[config.mk]
export PLATFORM = sky130hd
export DESIGN_NAME = mux_alu_dp
export DESIGN_NICKNAME = d
export VERILOG_FILES = /design/src/rtl/dp_pkg.sv /design/src/rtl/dp_regfile.sv /design/src/rtl/dp_alu.sv /design/src/rtl/dp_addr_unit.sv /design/src/rtl/mux_alu_dp.sv
export SDC_FILE = /design/constraint.sdc
export NUM_CORES = 1
export LEC_CHECK = 0
export BUFFER_PORTS_ARGS = -buffer_cell sky130_fd_sc_hd__buf_2
export CAP_MARGIN = 20
export CORE_ASPECT_RATIO = 0.8
export CORE_MARGIN = 2
export CORE_UTILIZATION = 55
export DETAILED_ROUTE_END_ITERATION = 8
export PLACE_DENSITY = 0.81
export REMOVE_ABC_BUFFERS = 1
export SLEW_MARGIN = 20
export SYNTH_ARGS = -nofsm -noshare
export SYNTH_HDL_FRONTEND = slang
export SYNTH_SLANG_ARGS = --single-unit
[constraint.sdc]
create_clock -name clk_i -period 35.5 [get_ports clk_i]
set_input_delay 0 -clock clk_i [delete_from_list [all_inputs] [get_ports clk_i]]
set_output_delay 0 -clock clk_i [all_outputs]
set_load 0.05 [all_outputs]
[src/rtl/dp_pkg.sv]
package dp_pkg;
  typedef enum logic [1:0] {FLD_R1 = 2'd0, FLD_R2 = 2'd1, FLD_R3 = 2'd2} fld_e;
  typedef enum logic [2:0] {
    Z_Y = 3'd0, Z_IMM = 3'd1, Z_C0 = 3'd2, Z_C1 = 3'd3, Z_C2 = 3'd4, Z_C4 = 3'd5
  } zsel_e;
  typedef enum logic [1:0] {A_ADS = 2'd0, A_PC = 2'd1, A_T = 2'd2} asel_e;
  typedef enum logic [1:0] {J_INC = 2'd0, J_ADS = 2'd1, J_X = 2'd2} jsel_e;
  typedef enum logic [1:0] {W_MEM = 2'd0, W_T = 2'd1, W_PC = 2'd2, W_ADS = 2'd3} wsel_e;
  typedef enum logic [3:0] {
    OP_ADD = 4'd0, OP_PASSX = 4'd1, OP_SUB = 4'd2, OP_MUL = 4'd3, OP_DIV = 4'd4,
    OP_AND = 4'd5, OP_OR = 4'd6, OP_XOR = 4'd7, OP_SHL = 4'd8, OP_SHR = 4'd9,
    OP_PASSZ = 4'd10, OP_FROM_OPC = 4'd11
  } aluop_e;
  typedef enum logic [1:0] {CC_ALWAYS = 2'd0, CC_ZERO = 2'd1, CC_NZ = 2'd2, CC_NEG = 2'd3} cc_e;
endpackage

[src/rtl/dp_regfile.sv]
module dp_regfile #(
  parameter int DATA_W = 16,
  parameter int NREG   = 8,
  localparam int IDX_W = $clog2(NREG)
) (
  input  logic              clk_i,
  input  logic              rst_ni,
  input  logic              we_i,
  input  logic [IDX_W-1:0]  waddr_i,
  input  logic [DATA_W-1:0] wdata_i,
  input  logic [IDX_W-1:0]  xaddr_i,
  input  logic [IDX_W-1:0]  yaddr_i,
  output logic [DATA_W-1:0] xdata_o,
  output logic [DATA_W-1:0] ydata_o
);
  logic [DATA_W-1:0] regs_q [NREG];

  always_ff @(posedge clk_i or negedge rst_ni) begin
    if (!rst_ni) begin
      for (int i = 0; i < NREG; i++) regs_q[i] <= '0;
    end else if (we_i) begin
      regs_q[waddr_i] <= wdata_i;
    end
  end

  assign xdata_o = regs_q[xaddr_i];
  assign ydata_o = regs_q[yaddr_i];

  // written value is visible at the written index one edge later
  p_rf_write_r2: assert property (@(posedge clk_i) disable iff (!rst_ni)
    we_i |=> regs_q[$past(waddr_i)] == $past(wdata_i));
endmodule

[src/rtl/dp_alu.sv]
module dp_alu import dp_pkg::*; #(
  parameter int DATA_W = 16,
  parameter int OPC_W  = 4,
  localparam int SH_W  = $clog2(DATA_W)
) (
  input  logic [DATA_W-1:0] a_i,
  input  logic [DATA_W-1:0] b_i,
  input  logic [3:0]        op_i,
  input  logic [OPC_W-1:0]  opc_i,
  output logic [DATA_W-1:0] res_o
);
  logic [3:0]      eff_op;
  logic [SH_W-1:0] shamt;

  assign eff_op = (op_i == OP_FROM_OPC) ? opc_i[3:0] : op_i;
  assign shamt  = b_i[SH_W-1:0];

  always_comb begin
    unique case (eff_op)
      OP_ADD:   res_o = a_i + b_i;
      OP_PASSX: res_o = a_i;
      OP_SUB:   res_o = a_i - b_i;
      OP_MUL:   res_o = a_i * b_i;
      OP_DIV:   res_o = (b_i == '0) ? '1 : a_i / b_i;
      OP_AND:   res_o = a_i & b_i;
      OP_OR:    res_o = a_i | b_i;
      OP_XOR:   res_o = a_i ^ b_i;
      OP_SHL:   res_o = a_i << shamt;
      OP_SHR:   res_o = a_i >> shamt;
      OP_PASSZ: res_o = b_i;
      default:  res_o = '0;
    endcase
  end
endmodule

[src/rtl/dp_addr_unit.sv]
module dp_addr_unit import dp_pkg::*; #(
  parameter int DATA_W = 16
) (
  input  logic              clk_i,
  input  logic              rst_ni,
  input  logic              lmar_i,
  input  logic [1:0]        a_sel_i,
  input  logic              lpc_i,
  input  logic [1:0]        j_sel_i,
  input  logic [DATA_W-1:0] ads_i,
  input  logic [DATA_W-1:0] t_i,
  input  logic [DATA_W-1:0] x_i,
  output logic [DATA_W-1:0] pc_o,
  output logic [DATA_W-1:0] mar_o
);
  logic [DATA_W-1:0] pc_q, mar_q, pc_nxt, mar_nxt;

  always_comb begin
    unique case (a_sel_i)
      A_ADS:   mar_nxt = ads_i;
      A_PC:    mar_nxt = pc_q;
      default: mar_nxt = t_i;
    endcase
    unique case (j_sel_i)
      J_INC:   pc_nxt = pc_q + DATA_W'(1);
      J_ADS:   pc_nxt = ads_i;
      default: pc_nxt = x_i;
    endcase
  end

  always_ff @(posedge clk_i or negedge rst_ni) begin
    if (!rst_ni) begin
      pc_q  <= '0;
      mar_q <= '0;
    end else begin
      if (lpc_i)  pc_q  <= pc_nxt;
      if (lmar_i) mar_q <= mar_nxt;
    end
  end

  assign pc_o  = pc_q;
  assign mar_o = mar_q;

  p_mar_hold_r8: assert property (@(posedge clk_i) disable iff (!rst_ni)
    !lmar_i |=> $stable(mar_q));
  p_mar_pc_r8: assert property (@(posedge clk_i) disable iff (!rst_ni)
    (lmar_i && a_sel_i == A_PC) |=> mar_q == $past(pc_q));
  p_pc_hold_r9: assert property (@(posedge clk_i) disable iff (!rst_ni)
    !lpc_i |=> $stable(pc_q));
  p_pc_inc_r9: assert property (@(posedge clk_i) disable iff (!rst_ni)
    (lpc_i && j_sel_i == J_INC) |=> pc_q == $past(pc_q) + DATA_W'(1));
endmodule

[src/rtl/mux_alu_dp.sv]
module mux_alu_dp import dp_pkg::*; #(
  parameter int DATA_W     = 16,
  parameter int NREG       = 8,
  parameter int IMM_W      = 8,
  parameter int OPC_W      = 4,
  parameter bit IMM_SIGNED = 1'b1,
  localparam int IDX_W     = $clog2(NREG)
) (
  input  logic              clk_i,
  input  logic              rst_ni,
  input  logic [1:0]        x_sel_i,
  input  logic [1:0]        y_sel_i,
  input  logic [2:0]        z_sel_i,
  input  logic [1:0]        d_sel_i,
  input  logic [1:0]        a_sel_i,
  input  logic [1:0]        j_sel_i,
  input  logic [1:0]        r_sel_i,
  input  logic [3:0]        alu_op_i,
  input  logic              lt_i,
  input  logic              lr_i,
  input  logic              lmar_i,
  input  logic              lpc_i,
  input  logic              mw_i,
  input  logic [IDX_W-1:0]  r1_i,
  input  logic [IDX_W-1:0]  r2_i,
  input  logic [IDX_W-1:0]  r3_i,
  input  logic [IMM_W-1:0]  imm_i,
  input  logic [DATA_W-1:0] ads_i,
  input  logic [OPC_W-1:0]  opc_i,
  input  logic [1:0]        cc_i,
  input  logic [DATA_W-1:0] rdata_i,
  output logic [DATA_W-1:0] addr_o,
  output logic [DATA_W-1:0] wdata_o,
  output logic              we_o,
  output logic [DATA_W-1:0] pc_o,
  output logic              zero_o,
  output logic              cond_o
);
  logic [IDX_W-1:0]  x_idx, y_idx, d_idx;
  logic [DATA_W-1:0] x_val, y_val, z_val, imm_ext, alu_res, wb_val, t_q, pc_val;

  function automatic logic [IDX_W-1:0] pick_fld(input logic [1:0] s,
      input logic [IDX_W-1:0] f1, input logic [IDX_W-1:0] f2, input logic [IDX_W-1:0] f3);
    case (s)
      FLD_R1:  return f1;
      FLD_R2:  return f2;
      default: return f3;
    endcase
  endfunction

  assign x_idx = pick_fld(x_sel_i, r1_i, r2_i, r3_i);
  assign y_idx = pick_fld(y_sel_i, r1_i, r2_i, r3_i);
  assign d_idx = pick_fld(d_sel_i, r1_i, r2_i, r3_i);

  generate
    if (IMM_SIGNED) begin : g_imm_sx
      assign imm_ext = {{(DATA_W-IMM_W){imm_i[IMM_W-1]}}, imm_i};
    end else begin : g_imm_zx
      assign imm_ext = {{(DATA_W-IMM_W){1'b0}}, imm_i};
    end
  endgenerate

  always_comb begin
    unique case (z_sel_i)
      Z_Y:     z_val = y_val;
      Z_IMM:   z_val = imm_ext;
      Z_C1:    z_val = DATA_W'(1);
      Z_C2:    z_val = DATA_W'(2);
      Z_C4:    z_val = DATA_W'(4);
      default: z_val = '0;
    endcase
    unique case (r_sel_i)
      W_MEM:   wb_val = rdata_i;
      W_T:     wb_val = t_q;
      W_PC:    wb_val = pc_val;
      default: wb_val = ads_i;
    endcase
  end

  dp_regfile #(.DATA_W(DATA_W), .NREG(NREG)) u_rf (
    .clk_i, .rst_ni, .we_i(lr_i), .waddr_i(d_idx), .wdata_i(wb_val),
    .xaddr_i(x_idx), .yaddr_i(y_idx), .xdata_o(x_val), .ydata_o(y_val)
  );

  dp_alu #(.DATA_W(DATA_W), .OPC_W(OPC_W)) u_alu (
    .a_i(x_val), .b_i(z_val), .op_i(alu_op_i), .opc_i, .res_o(alu_res)
  );

  dp_addr_unit #(.DATA_W(DATA_W)) u_addr (
    .clk_i, .rst_ni, .lmar_i, .a_sel_i, .lpc_i, .j_sel_i, .ads_i,
    .t_i(t_q), .x_i(x_val), .pc_o(pc_val), .mar_o(addr_o)
  );

  always_ff @(posedge clk_i or negedge rst_ni) begin
    if (!rst_ni)   t_q <= '0;
    else if (lt_i) t_q <= alu_res;
  end

  assign zero_o = (alu_res == '0);
  always_comb begin
    unique case (cc_i)
      CC_ALWAYS: cond_o = 1'b1;
      CC_ZERO:   cond_o = zero_o;
      CC_NZ:     cond_o = !zero_o;
      default:   cond_o = alu_res[DATA_W-1];
    endcase
  end

  assign wdata_o = t_q;
  assign we_o    = mw_i;
  assign pc_o    = pc_val;

  p_t_hold_r10: assert property (@(posedge clk_i) disable iff (!rst_ni)
    !lt_i |=> $stable(t_q));
  p_zero_t_r11: assert property (@(posedge clk_i) disable iff (!rst_ni)
    (lt_i && zero_o) |=> t_q == '0);
endmodule

==> metrics.log <==
[metrics] Final Hold Violating Endpoints: 0
[metrics] via count: 26,100
[metrics] outcome: finished clean
[metrics] final critical-path required period: ~34,000 ps
[metrics] vias in the first global route: 24,700
[metrics] per-instance average area after synthesis: 8.28 sq um
[metrics] Seq cells post-synth: 176
[metrics] total number of H-tree levels: 4
[metrics] vertical die dimension: 196 um
[metrics] clock root buffer master: clkbuf_16
[metrics] I/O pins: 132
[metrics] effective utilization at floorplan: 0.555
[metrics] post-synth top area share: 0.174
[metrics] clk_skew: approximately 15 ps
[metrics] iteration count of the initial detailed-routing pass: 8
[metrics] arrival time of the worst setup path: 33,720 ps
[metrics] half-perimeter wire length after detailed placement: 71,300 um
[metrics] DR WL/cell: 26.2 um
[metrics] count of warnings emitted by yosys: 0
[metrics] GP Congestion: 1.07
[metrics] start-to-end type of the worst setup path: in2out
[metrics] drt total wl: 98,200 um
[metrics] total clock sinks: approximately 180
[metrics] number of pins exceeding their max-slew limit in the final report: 0
[metrics] first-pass GRT wire length: ~150,000 um
[metrics] worst min path class: in2out
[metrics] CTS tree: done
[metrics] number of flops mapped to enable cells by yosys: 0
[metrics] Buffers on Ports: 129
[metrics] critical path's slowest cell: mux4_2
[metrics] Fin Setup TNS: 0 ps
[metrics] Detail Route Antenna Nets: 0
[metrics] post-synth design cell area: 25,300 sq um
[metrics] initial antenna violation count: 4
[metrics] core outline area: 45,500 sq um
[metrics] pin count of the biggest net entering global routing: 115
[metrics] sequential area share after synthesis: 0.174
[metrics] max-cap check violation count: 0
[metrics] net count reported at finish: 3,522
[metrics] transition at the pin with the smallest max-transition slack: 1190 ps
[metrics] Area contributors post-synth: dfrtp_1 (17%), ha_1 (12%), mux2_2 (7.8%), fa_1 (6.4%), mux2i_1 (4.8%)
[metrics] buffers from clock root to sink, at most: 2
[metrics] Overflow after GRT: 0
[metrics] async set-reset flop share out of synthesis: 1.00
[metrics] insertion delay of the later-clocked pin in the worst-skew pair: 460 ps
[metrics] global routing usage summed across all routing layers: 0.403
[metrics] die boundary width: 244 um
[metrics] number of design-rule violations left by the first detailed-router iteration: between 4,000 and 5,000
[metrics] area added between synthesis and finish: 8.65%
[metrics] Setup-failing EPs final: 0
[metrics] number of instances in the synthesized netlist: 3,052
[metrics] number of library cell types mapped by synthesis: 92
[metrics] Worst setup SP type: primary input
[metrics] tightest slew margin relative to the limit: 0.204
[metrics] number of remaining DRC errors: 0
[metrics] share of cells above drive strength 1: 0.173
[metrics] cell taking the most area after synthesis: dfrtp_1
[metrics] Crit path required time: 35,500 ps
[metrics] crit share post-route: 0.950
[metrics] type of destination of the critical path: output port
[metrics] cts bufs inserted: 17
[metrics] leading register cell type out of synthesis: dfrtp_1
[metrics] Vias per Instance: around 7
[metrics] Die Outline Area: 47,700 sq um
[metrics] Most Frequent Cell on Critical Path: ha_1
[metrics] Std-Cell Rows: 70
[metrics] CP max stage delay: 550 ps
[metrics] critical-path maximum fanout: 19
[metrics] achievable frequency: 29.7 MHz
## final timing paths
path                            startpoint              end  slack [ps]  cells after the start
max in group asynchronous           rst_ni  u_rf.regs_q[71]       33840                      3
min in group asynchronous           rst_ni   u_addr.pc_o[2]         210                      2
hold / removal                        mw_i             we_o         0.1                      0
setup reg to reg           u_rf.regs_q[68]       wdata_o[0]        3410                    154
hold reg to reg            u_addr.mar_o[9]  u_addr.mar_o[9]         510                      1
setup / recovery                y_sel_i[0]           cond_o        1780                    160
## metrics by stage
step                cell area [sq um]  setup slack, ps  std cells  hold WS [ps]   util
floorplan                       24500             1080       2884          -296      -
global placement                26600             2140       3702         0.341  0.583
detailed placement              26600              839       3703         0.341  0.583
finish                          27400             1780       3750         0.109  0.603
global route                    27400             -115       3748         0.287  0.602
CTS                             27200              615       3736         0.341  0.597
## synthesized netlist by cell type, drive strengths merged, types with 48 or more instances
library cell    n
a21o           48
clkbuf         96
xnor2          97
mux2          178
buf            72
o21ai         203
nor3           71
a21oi         159
mux2i         121
fa             81
ha            238
nor2          282
o211ai         69
nand3          57
inv           217
nand2         291
dfrtp         176
## flip-flops by register name (all words and copies together) (netlist names)
register	cells
u_addr.mar_o	16
u_addr.pc_o	16
u_rf.regs_q	128
wdata_o	16
## critical path: cells and delay by family
kind / cells / cell delay, ps
AO/OA/AOI/OAI: 83 / 16210
buffers and inverters: 12 / 2460
adder cells (fa/ha/maj): 15 / 4710
AND/OR/NAND/NOR: 42 / 7320
multiplexers: 8 / 2940
## logic make-up after synthesis
kind of cell | Yosys count | synth area share
AOI/OAI and AO/OA | 791 | 0.209
adders and majority gates | 319 | 0.182
xor gates and xnor gates | 132 | 0.0474
muxes | 334 | 0.159
DFF | 176 | 0.174
and+or+nand+nor | 909 | 0.165
buffers and inverters | 391 | 0.0628
## cell usage in the layout, fill, tap and decap left out, drive strengths merged, types with 17 or more instances in the layout
master	synthesis	routed
a211oi	27	27
a21o	48	48
a21oi	159	159
a221oi	20	20
a31oi	36	36
and2	18	18
and3	25	25
buf	72	214
clkbuf	96	21
dfrtp	176	176
fa	81	81
ha	238	238
inv	217	224
mux2	178	178
mux2i	121	121
mux4	35	35
nand2	291	291
nand2b	35	35
nand3	57	57
nand4	26	26
nor2	282	282
nor2b	27	27
nor3	71	71
o2111ai	18	18
o211ai	69	69
o21a	35	35
o21ai	203	204
o22ai	17	17
or3	23	23
xnor2	97	97
xor2	32	32
## cell type report
cell class / count / area [sq um]
multi-input cells: 2486 / 19500
fillers: 3949 / 18100
flip-flops and latches: 176 / 4400
repair buffers: 218 / 1350
inverters: 223 / 837
well taps: 612 / 766
clock buffers: 18 / 429
clock inverters: 14 / 194
diodes: 3 / 7.51
## metal layers
layer	global-route usage	wire [um]
met2	0.570	39200
met5	0	17
met3	0.138	14900
met4	0.190	5660
met1	0.552	38400
## timing repair
action                                  in CTS  in global routing
hold buffers                                 1                  0
endpoints found under the hold margin      113                  0
resized for setup                            0                 47
setup buffers                                0                  9
endpoints found under the setup margin       0                  3
Power is left out: the tool's default activity adds up to more than one toggle a clock period on the data nets, which glitch-free logic cannot reach.
